## src/rtl/irqb_pkg.sv

```systemverilog
package irqb_pkg;
  localparam int unsigned ADDR_W = 5;

  // region decoded from addr[4:2]
  typedef enum logic [2:0] {
    RG_STAT0   = 3'd0,
    RG_MASK0   = 3'd1,
    RG_STAT1   = 3'd2,
    RG_MASK1   = 3'd3,
    RG_EDGE_LO = 3'd4,
    RG_EDGE_HI = 3'd5,
    RG_SET     = 3'd6,
    RG_CTRL    = 3'd7
  } region_e;

  localparam int unsigned CTRL_COR_BIT  = 0;
  localparam int unsigned CTRL_PDIS_BIT = 1;
endpackage

```

## src/rtl/irqb_edge.sv

```systemverilog
module irqb_edge #(
  parameter int N = 24
) (
  input  logic           clk,
  input  logic           rst,
  input  logic [N-1:0]   pins,
  input  logic [2*N-1:0] cfg,
  output logic [N-1:0]   ev
);
  logic [N-1:0] s1_q, s2_q, prev_q;

  always_ff @(posedge clk) begin
    if (rst) begin
      s1_q   <= '0;
      s2_q   <= '0;
      prev_q <= '0;
    end else begin
      s1_q   <= pins;
      s2_q   <= s1_q;
      prev_q <= s2_q;
    end
  end

  // source i: falling enable at cfg[2i], rising enable at cfg[2i+1]
  for (genvar i = 0; i < N; i++) begin : g_src
    assign ev[i] = (cfg[2*i+1] &  s2_q[i] & ~prev_q[i]) |
                   (cfg[2*i]   & ~s2_q[i] &  prev_q[i]);
  end
endmodule

```

## src/rtl/irqb_line.sv

```systemverilog
module irqb_line #(
  parameter int N  = 24,
  parameter int NB = 3,
  parameter int NP = 24
) (
  input  logic          clk,
  input  logic          rst,
  input  logic [NP-1:0] ev,
  input  logic          stat_wr,
  input  logic          stat_rd,
  input  logic          mask_wr,
  input  logic [1:0]    bsel,
  input  logic [7:0]    wdata,
  input  logic          cor,
  input  logic          pdis,
  output logic [NP-1:0] stat,
  output logic [NP-1:0] mask,
  output logic          irq_n
);
  localparam logic [NP-1:0] VALID = NP'((33'd1 << N) - 33'd1);

  logic [NP-1:0] pend_q;
  logic [NP-1:0] clr;

  always_comb begin
    clr = '0;
    for (int b = 0; b < NB; b++) begin
      if (bsel == 2'(b)) begin
        if (stat_wr && !cor) clr[8*b +: 8] = wdata;
        if (stat_rd && cor)  clr[8*b +: 8] = 8'hFF;
      end
    end
  end

  always_ff @(posedge clk) begin
    if (rst) begin
      stat   <= '0;
      pend_q <= '0;
      mask   <= '1;
      irq_n  <= 1'b1;
    end else begin
      // new event wins over a clear; a buffered event refills the bit on clear
      stat   <= ((stat & ~clr) | (pend_q & clr) | ev) & VALID;
      pend_q <= ((pend_q & ~clr) | (ev & stat & ~clr & {NP{~pdis}})) & VALID;
      for (int b = 0; b < NB; b++) begin
        if (mask_wr && bsel == 2'(b)) mask[8*b +: 8] <= wdata;
      end
      irq_n  <= ~|(stat & ~mask);
    end
  end
endmodule

```

## src/rtl/irqb_top.sv

```systemverilog
module irqb_top
  import irqb_pkg::*;
#(
  parameter int N = 24
) (
  input  logic                clk,
  input  logic                rst,
  input  logic [N-1:0]        src_in,
  input  logic                wr_en,
  input  logic                rd_en,
  input  logic [ADDR_W-1:0]   addr,
  input  logic [7:0]          wdata,
  output logic [7:0]          rdata,
  output logic [1:0]          irq_n
);
  localparam int NB = (N + 7) / 8;
  localparam int NP = NB * 8;
  localparam int NE = (2 * N + 7) / 8;

  region_e        rg;
  logic           cor_q, pdis_q;
  logic [NE*8-1:0] edge_q;
  logic [N-1:0]   ev_n;
  logic [NP-1:0]  force_v, ev_all;
  logic [NP-1:0]  stat_v [2];
  logic [NP-1:0]  mask_v [2];

  assign rg = region_e'(addr[4:2]);

  irqb_edge #(.N(N)) u_edge (
    .clk(clk), .rst(rst), .pins(src_in), .cfg(edge_q[2*N-1:0]), .ev(ev_n)
  );

  always_comb begin
    force_v = '0;
    for (int b = 0; b < NB; b++) begin
      if (wr_en && rg == RG_SET && addr[1:0] == 2'(b)) force_v[8*b +: 8] = wdata;
    end
  end

  assign ev_all = NP'(ev_n) | force_v;

  for (genvar l = 0; l < 2; l++) begin : g_line
    localparam region_e SRG = (l == 0) ? RG_STAT0 : RG_STAT1;
    localparam region_e MRG = (l == 0) ? RG_MASK0 : RG_MASK1;
    irqb_line #(.N(N), .NB(NB), .NP(NP)) u_line (
      .clk(clk), .rst(rst), .ev(ev_all),
      .stat_wr(wr_en && rg == SRG),
      .stat_rd(rd_en && rg == SRG),
      .mask_wr(wr_en && rg == MRG),
      .bsel(addr[1:0]), .wdata(wdata),
      .cor(cor_q), .pdis(pdis_q),
      .stat(stat_v[l]), .mask(mask_v[l]), .irq_n(irq_n[l])
    );
  end

  function automatic logic [7:0] pick(input logic [NP-1:0] v, input logic [1:0] i);
    pick = '0;
    for (int b = 0; b < NB; b++) if (i == 2'(b)) pick = v[8*b +: 8];
  endfunction

  function automatic logic [7:0] pick_edge(input logic [NE*8-1:0] v, input logic [2:0] i);
    pick_edge = '0;
    for (int b = 0; b < NE; b++) if (i == 3'(b)) pick_edge = v[8*b +: 8];
  endfunction

  always_ff @(posedge clk) begin
    if (rst) begin
      cor_q  <= 1'b0;
      pdis_q <= 1'b0;
      edge_q <= '0;
    end else if (wr_en) begin
      if (rg == RG_CTRL) begin
        cor_q  <= wdata[CTRL_COR_BIT];
        pdis_q <= wdata[CTRL_PDIS_BIT];
      end
      if (rg == RG_EDGE_LO || rg == RG_EDGE_HI) begin
        for (int b = 0; b < NE; b++)
          if (addr[2:0] == 3'(b)) edge_q[8*b +: 8] <= wdata;
      end
    end
  end

  always_ff @(posedge clk) begin
    if (rst) begin
      rdata <= '0;
    end else if (rd_en) begin
      case (rg)
        RG_STAT0:               rdata <= pick(stat_v[0], addr[1:0]);
        RG_MASK0:               rdata <= pick(mask_v[0], addr[1:0]);
        RG_STAT1:               rdata <= pick(stat_v[1], addr[1:0]);
        RG_MASK1:               rdata <= pick(mask_v[1], addr[1:0]);
        RG_EDGE_LO, RG_EDGE_HI: rdata <= pick_edge(edge_q, addr[2:0]);
        RG_CTRL:                rdata <= {6'd0, pdis_q, cor_q};
        default:                rdata <= '0;
      endcase
    end
  end
endmodule

```

## config.mk

```make
export PLATFORM = sky130hd
export DESIGN_NAME = irqb_top
export DESIGN_NICKNAME = d
export VERILOG_FILES = /design/src/rtl/irqb_pkg.sv /design/src/rtl/irqb_edge.sv /design/src/rtl/irqb_line.sv /design/src/rtl/irqb_top.sv
export SDC_FILE = /design/constraint.sdc
export NUM_CORES = 1
export LEC_CHECK = 0
export BUFFER_PORTS_ARGS = -buffer_cell sky130_fd_sc_hd__buf_2
export CORE_MARGIN = 4
export CORE_UTILIZATION = 35
export CTS_BUF_LIST = sky130_fd_sc_hd__clkbuf_4 sky130_fd_sc_hd__clkbuf_8
export DETAILED_ROUTE_END_ITERATION = 8
export GPL_TIMING_DRIVEN = 0
export PLACE_DENSITY = 0.58
export SYNTH_ARGS = -nofsm -noshare
export SYNTH_HDL_FRONTEND = slang
export SYNTH_SLANG_ARGS = --single-unit
```

## constraint.sdc

```tcl
create_clock -name clk -period 2.1 [get_ports clk]
set_input_delay 0.105 -clock clk [delete_from_list [all_inputs] [get_ports clk]]
set_output_delay 0.105 -clock clk [all_outputs]
set_load 0.1 [all_outputs]
```

# --- Word-level counts from Yosys, hierarchy flattened ---
# Cells that the tools add are included.
totals:
  wordCells: 301
  output_inout_bits: 10
  regBits: 276
  in_bits: 41
op_classes:
  n_eq_ne: 14
  muxes: 32
  reduce_logical: 37
  n_bitwise: 194
op_table:
  columns: ["op", "n"]
  rows:
  - ["$and 24x24->24", 14]
  - ["$mux 8", 31]
  - ["$or 24x24->24", 7]
  - ["$and 1x1->1", 96]
  - ["$not 24->24", 4]
  - ["$not 1->1", 49]
  - ["$pmux 8 s6", 1]
  - ["$reduce_or 24->1", 2]
  - ["$or 1x1->1", 24]
  - ["$logic_and 1x1->1", 20]
  - ["$eq 3x3->1 const B", 6]
  - ["$reduce_and 3->1", 6]
  - ["$eq 3x2->1 const B", 4]
  - ["$eq 3x1->1 const B", 2]
  - ["$logic_not 3->1", 2]
  - ["$logic_not 1->1", 3]
  - ["$eq 2x1->1 const B", 1]
  - ["$eq 2x2->1 const B", 1]
  - ["$logic_not 2->1", 1]
  - ["$reduce_and 2->1", 1]
  - ["$reduce_or 2->1", 1]
  - ["$logic_or 1x1->1", 1]

# --- Longest topological paths before layout ---
logic_depth:
  depth_word: 10
  depth_mapped: 8

# --- Modules after synthesis ---
# Synthesis repeated with hierarchy kept, for this count alone.
hier_totals:
  hier_cells: 1392
  hier_area_um2: 12313.1
modules_own_cells:
  columns: ["module", "n_inst", "area_each_um2", "cells_each"]
  rows:
  - ["irqb_line", 2, 3095.5, 341]
  - ["irqb_top", 1, 3809.9, 486]
  - ["irqb_edge", 1, 2312.2, 224]

# --- Least setup slack after synthesis ---
# OpenSTA, ideal clock, no wires.
synth_timing:
  path_kind: "register to register"
  from: "register cor_q"
  to: "register g_line[0].u_line.stat[7]"
  path_stages_with_launch: 8
  setup_slack_ns: 0.561
  period_less_slack_ns: 1.539
  t_required_ns: 1.968
  path_buffers: 2
  setup_time_ns: 0.132
  arrival_ns: 1.407
  path_cell_list: "dfxtp_1 > and2_0 > clkbuf_1 > buf_4 > a32oi_4 > nor2_2 > mux2i_1 > a21oi_1"
synth_via:
  elab_chain_len: 9
synth_rtl:
  columns: ["item", "line_no", "text"]
  rows:
  - ["start: declaration", "irqb_top.sv:21", "logic cor_q, pdis_q;"]
  - ["start signal: assignment", "irqb_top.sv:74", "cor_q <= wdata[CTRL_COR_BIT];"]
  - ["$logic_not 1->1", "irqb_line.sv:29", "if (stat_wr && !cor) clr[8*b +: 8] = wdata;"]
  - ["$logic_and 1x1->1", "irqb_line.sv:29", null]
  - ["$mux 8", "irqb_line.sv:29", null]
  - ["$mux 8 *", "irqb_line.sv:30", "if (stat_rd && cor) clr[8*b +: 8] = 8'hFF;"]
  - ["$mux 8 *", "irqb_line.sv:28", "if (bsel == 2'(b)) begin"]
  - ["$not 24->24", "irqb_line.sv:43", "stat <= ((stat & ~clr) | (pend_q & clr) | ev) & VALID;"]
  - ["$and 24x24->24", "irqb_line.sv:43", null]
  - ["$or 24x24->24 * (2 in a row)", "irqb_line.sv:43", null]
  - ["end signal: assignment", "irqb_line.sv:43", null]
  - ["end: declaration", "irqb_line.sv:16", "output logic [NP-1:0] stat,"]
# Every way passes the cells marked *; elsewhere a longest branch is shown, timed or not.
# A chain may end at the register's enable or synchronous reset.

# --- Final worst setup path ---
layout_timing:
  from: "register cor_q"
  to: "register g_line[0].u_line.stat[12]"
# Same word-level chain as after synthesis.

==> impl_metrics.xml <==
<?xml version="1.0" encoding="UTF-8"?>
<metrics>
  <group name="clock_tree">
    <metric name="number_of_clock_buffers_inserted_by_tritoncts" unit="">45</metric>
    <metric name="tritoncts" unit="">yes</metric>
    <metric name="cts_num_sinks" unit="">276</metric>
    <metric name="cts_htree_levels" unit="">2</metric>
    <metric name="cts_root_buf" unit="">clkbuf_8</metric>
    <metric name="clock_latency" unit="ns">0.61</metric>
    <metric name="max-clock-path-buffers" unit="">3</metric>
    <metric name="clkSlewWorstSetupHoldPaths" unit="ns">0.07</metric>
  </group>
  <group name="min_path">
    <metric name="holdPathEnd" unit="">rdata[1]</metric>
    <metric name="hold_start" unit="">rst</metric>
    <metric name="hold_class" unit="">in2reg</metric>
    <metric name="min_delay_path_depth" unit="">4</metric>
  </group>
  <group name="synthesis">
    <metric name="synth-seq-area-share" unit="">0.454</metric>
    <metric name="synth_edf_count" unit="">0</metric>
    <metric name="syn_avg_cell_area" unit="um2">8.88</metric>
    <metric name="dominantRegCellSynth" unit="">dfxtp_1</metric>
    <metric name="yosysWarningCount" unit="">0</metric>
    <metric name="mappedNetlistNets" unit="">1412</metric>
    <metric name="yosys.area.top_type" unit="">dfxtp_1</metric>
    <metric name="synth.cell_area" unit="um2">12200</metric>
    <metric name="ys_top_cells_by_area" unit="">dfxtp_1 45%, mux2i_1 6.0%, a21oi_1 5.3%</metric>
    <metric name="synthesis.instances" unit="">1371</metric>
    <metric name="synth.lib_cells_used.distinct" unit="">63</metric>
    <metric name="synth.most_common_cell" unit="">dfxtp_1</metric>
    <metric name="synthDominantCellAreaShare" unit="">0.454</metric>
    <metric name="yosys-top-cells-count" unit="">276 x dfxtp_1, 129 x a21oi_1, 94 x nor2b_1</metric>
    <metric name="ys_ff_latch" unit="">276</metric>
    <metric name="asyncSetResetFlopFracSynth" unit="">0</metric>
  </group>
  <group name="sta">
    <metric name="maxSlewViolCount" unit="">0</metric>
    <metric name="finalWorstSetupSlack" unit="ns">0.0474</metric>
    <metric name="relSlewSlack" unit="">0.264</metric>
    <metric name="setup-violations-final" unit="">0</metric>
    <metric name="hold-worst-slack" unit="ns">0.150</metric>
    <metric name="final_period_minus_worst_setup_slack" unit="ns">2.05</metric>
    <metric name="max_clock_freq" unit="GHz">0.487</metric>
    <metric name="worst_pin_slew" unit="ns">1.10</metric>
    <metric name="rsz0062_at_grt" unit="">no</metric>
    <metric name="finalHoldViolCount" unit="">0</metric>
    <metric name="setup_tns" unit="ns">0</metric>
    <metric name="min_period_over_period" unit="">0.977</metric>
    <metric name="final.setup_skew" unit="ns">0.0342</metric>
  </group>
  <group name="setup_path">
    <metric name="timing.setup.critical_path_class" unit="">reg2reg</metric>
    <metric name="endpoint_kind" unit="">register</metric>
    <metric name="timing.rr.end" unit="">g_line[0].u_line.stat[12]</metric>
    <metric name="worst-endpoint-required" unit="ns">2.53</metric>
    <metric name="path_max_fanout" unit="">7</metric>
    <metric name="reg2regPathDepth" unit="">6</metric>
    <metric name="cp-start-kind" unit="">register</metric>
    <metric name="critical_path.reg2reg.startpoint" unit="">cor_q</metric>
    <metric name="rrSetupSlack" unit="ns">0.05</metric>
    <metric name="timing.critical_path.arrival" unit="ns">2.48</metric>
  </group>
  <group name="floorplan">
    <metric name="fp.dieH" unit="um">195</metric>
    <metric name="starting_density" unit="">0.353</metric>
    <metric name="number_of_placement_rows" unit="">68</metric>
    <metric name="die_area" unit="um2">37800</metric>
    <metric name="number_of_top_level_design_ports" unit="">51</metric>
    <metric name="core_region_area" unit="um2">34500</metric>
    <metric name="die_extent_in_x" unit="um">195</metric>
  </group>
  <group name="placed_design">
    <metric name="placed_insts" unit="">1865</metric>
    <metric name="detailedPlace.worstSlack" unit="ns">-0.144</metric>
    <metric name="port-buffer-count" unit="">39</metric>
    <metric name="hpwlAfterDp" unit="um">35500</metric>
    <metric name="placed_cell_area" unit="um2">12900</metric>
    <metric name="weighted_congestion_at_the_end_of_routability_driven_global_placement" unit="">0.977</metric>
  </group>
  <group name="detailed_routing">
    <metric name="detail_route.wirelength" unit="um">48400</metric>
    <metric name="wl_per_cell" unit="um">24.5</metric>
    <metric name="dr.first_iter.drc_count" unit="">1177</metric>
    <metric name="post-route-drc-count" unit="">0</metric>
    <metric name="first_pass_iters" unit="">7</metric>
    <metric name="detailroute.via_count" unit="">11400</metric>
    <metric name="postRouteAntennaNets" unit="">0</metric>
    <metric name="via_per_instance_ratio" unit="">5.77</metric>
  </group>
  <group name="cells_and_area">
    <metric name="fin_util" unit="">0.413</metric>
    <metric name="layout.filler_cells" unit="">3474</metric>
    <metric name="finished_layout_cell_area" unit="um2">14200</metric>
    <metric name="final_nets" unit="">1526</metric>
    <metric name="stdcell_count" unit="">1973</metric>
    <metric name="area.growth.synth_to_final" unit="%">16.9</metric>
    <metric name="drive_above_1_share" unit="">0.136</metric>
    <metric name="antenna_cells_inserted" unit="">0</metric>
  </group>
  <group name="grt">
    <metric name="grt_pass1_vias" unit="">10800</metric>
    <metric name="grt_start_max_net_pins" unit="">14</metric>
    <metric name="grt_usage" unit="">0.248</metric>
    <metric name="antenna_found_initial" unit="">0</metric>
    <metric name="grt_remaining_overflow" unit="">0</metric>
    <metric name="grt_first_pass_wirelength" unit="um">71200</metric>
  </group>
  <group name="pwr">
    <metric name="p_per_area" unit="nW/um2">812</metric>
    <metric name="fin_total_pwr" unit="mW">11.6</metric>
    <metric name="power_leakage" unit="nW">5.14</metric>
    <metric name="worst_ir_drop_vdd" unit="uV">583</metric>
  </group>
  <group name="status">
    <metric name="run_status" unit="">finished clean</metric>
  </group>
  <group name="run">
    <metric name="maxCapViolCount" unit="">0</metric>
  </group>
</metrics>
==> cells in the final DEF (no fill, tap or decap), drive strengths merged, types with 2 or more instances in the layout <==
cell type	Yosys	layout
and3	19	19
a221o	5	5
clkbuf	56	128
a31o	2	2
inv	53	55
nand4	2	2
a31oi	53	53
nor2	86	86
a32oi	18	18
a21o	26	26
nor3	55	55
a21oi	129	129
nor2b	94	94
nand3b	40	40
dlygate4sd3	0	28
a211o	31	31
o221ai	2	2
nor4	8	8
clkinv	0	3
dfxtp	276	276
nor3b	3	3
nand2b	8	8
nand2	88	88
a22oi	3	3
a221oi	6	6
o32a	2	2
buf	52	91
nand3	37	37
mux4	6	6
mux2	5	5
bufinv	0	2
mux2i	73	73
o22ai	39	39
o21ai	78	78
==> worst max-delay path, stage by stage (launching register included) <==
cell and delay (ns):
dfxtp_1 0.39, and2_0 0.17, clkbuf_1 0.17, a32oi_1 0.74, nor2_1 0.13, a21oi_1 0.20, a21oi_1 0.08
==> report_power, final <==
| part | switching [mW] | internal, mW | total [mW] |
|---|---|---|---|
| sequential | 0.0610 | 5.33 | 5.39 |
| clock | 2.28 | 2.99 | 5.27 |
| combinational | 0.642 | 0.262 | 0.905 |
==> worst max path at each step <==
stage | end | depth (start not counted) | start
4_1_cts | g_line[0].u_line.stat[4] | 6 | cor_q
6_report | g_line[0].u_line.stat[12] | 6 | cor_q
5_1_grt | g_line[0].u_line.stat[13] | 6 | cor_q
3_5_place_dp | rdata[7] | 8 | addr[0]
2_1_floorplan | g_line[0].u_line.stat[7] | 7 | cor_q
3_3_place_gp | rdata[7] | 8 | addr[0]
==> cell families after synthesis <==
kind of cell / after synthesis / synth area share
DFF: 276 / 0.454
buffers and inverters: 161 / 0.0597
AOI/OAI and AO/OA: 403 / 0.212
and+or+nand+nor: 447 / 0.199
muxes: 84 / 0.0757
==> per-layer routing <==
layer / track usage / part of all wire
met5: 0 / 0
met3: 0.0589 / 0.087
met1: 0.331 / 0.42
met4: 0.106 / 0.050
met2: 0.383 / 0.44
==> sequential cells by signal, summed over array words and instances (netlist names), 2 cells and up <==
name / flops
g_line.u_line.pend_q: 48
edge_q: 48
u_edge.s2_q: 24
g_line.u_line.stat: 48
g_line.u_line.irq_n: 2
u_edge.prev_q: 24
rdata: 8
g_line.u_line.mask: 48
u_edge.s1_q: 24
==> repair_timing <==
item | CTS | global route
endpoints found under the setup margin | 0 | 0
hold endpoints to repair | 28 | 0
gates resized for setup | 0 | 0
hold buffers | 28 | 0
buffers inserted | 0 | 0
==> final cells by class <==
class | count | area [um2] | share of cell area
sequential | 276 | 5530 | 0.388
tap | 455 | 569 | 0.0400
clock inverter | 8 | 110 | 0.00773
timing repair buffer | 67 | 475 | 0.0334
inverter | 53 | 199 | 0.0140
buffer | 108 | 528 | 0.0371
multi-input combinational | 934 | 5930 | 0.416
clock buffer | 72 | 903 | 0.0634
Note: power is estimated with default switching activity, not from simulation.
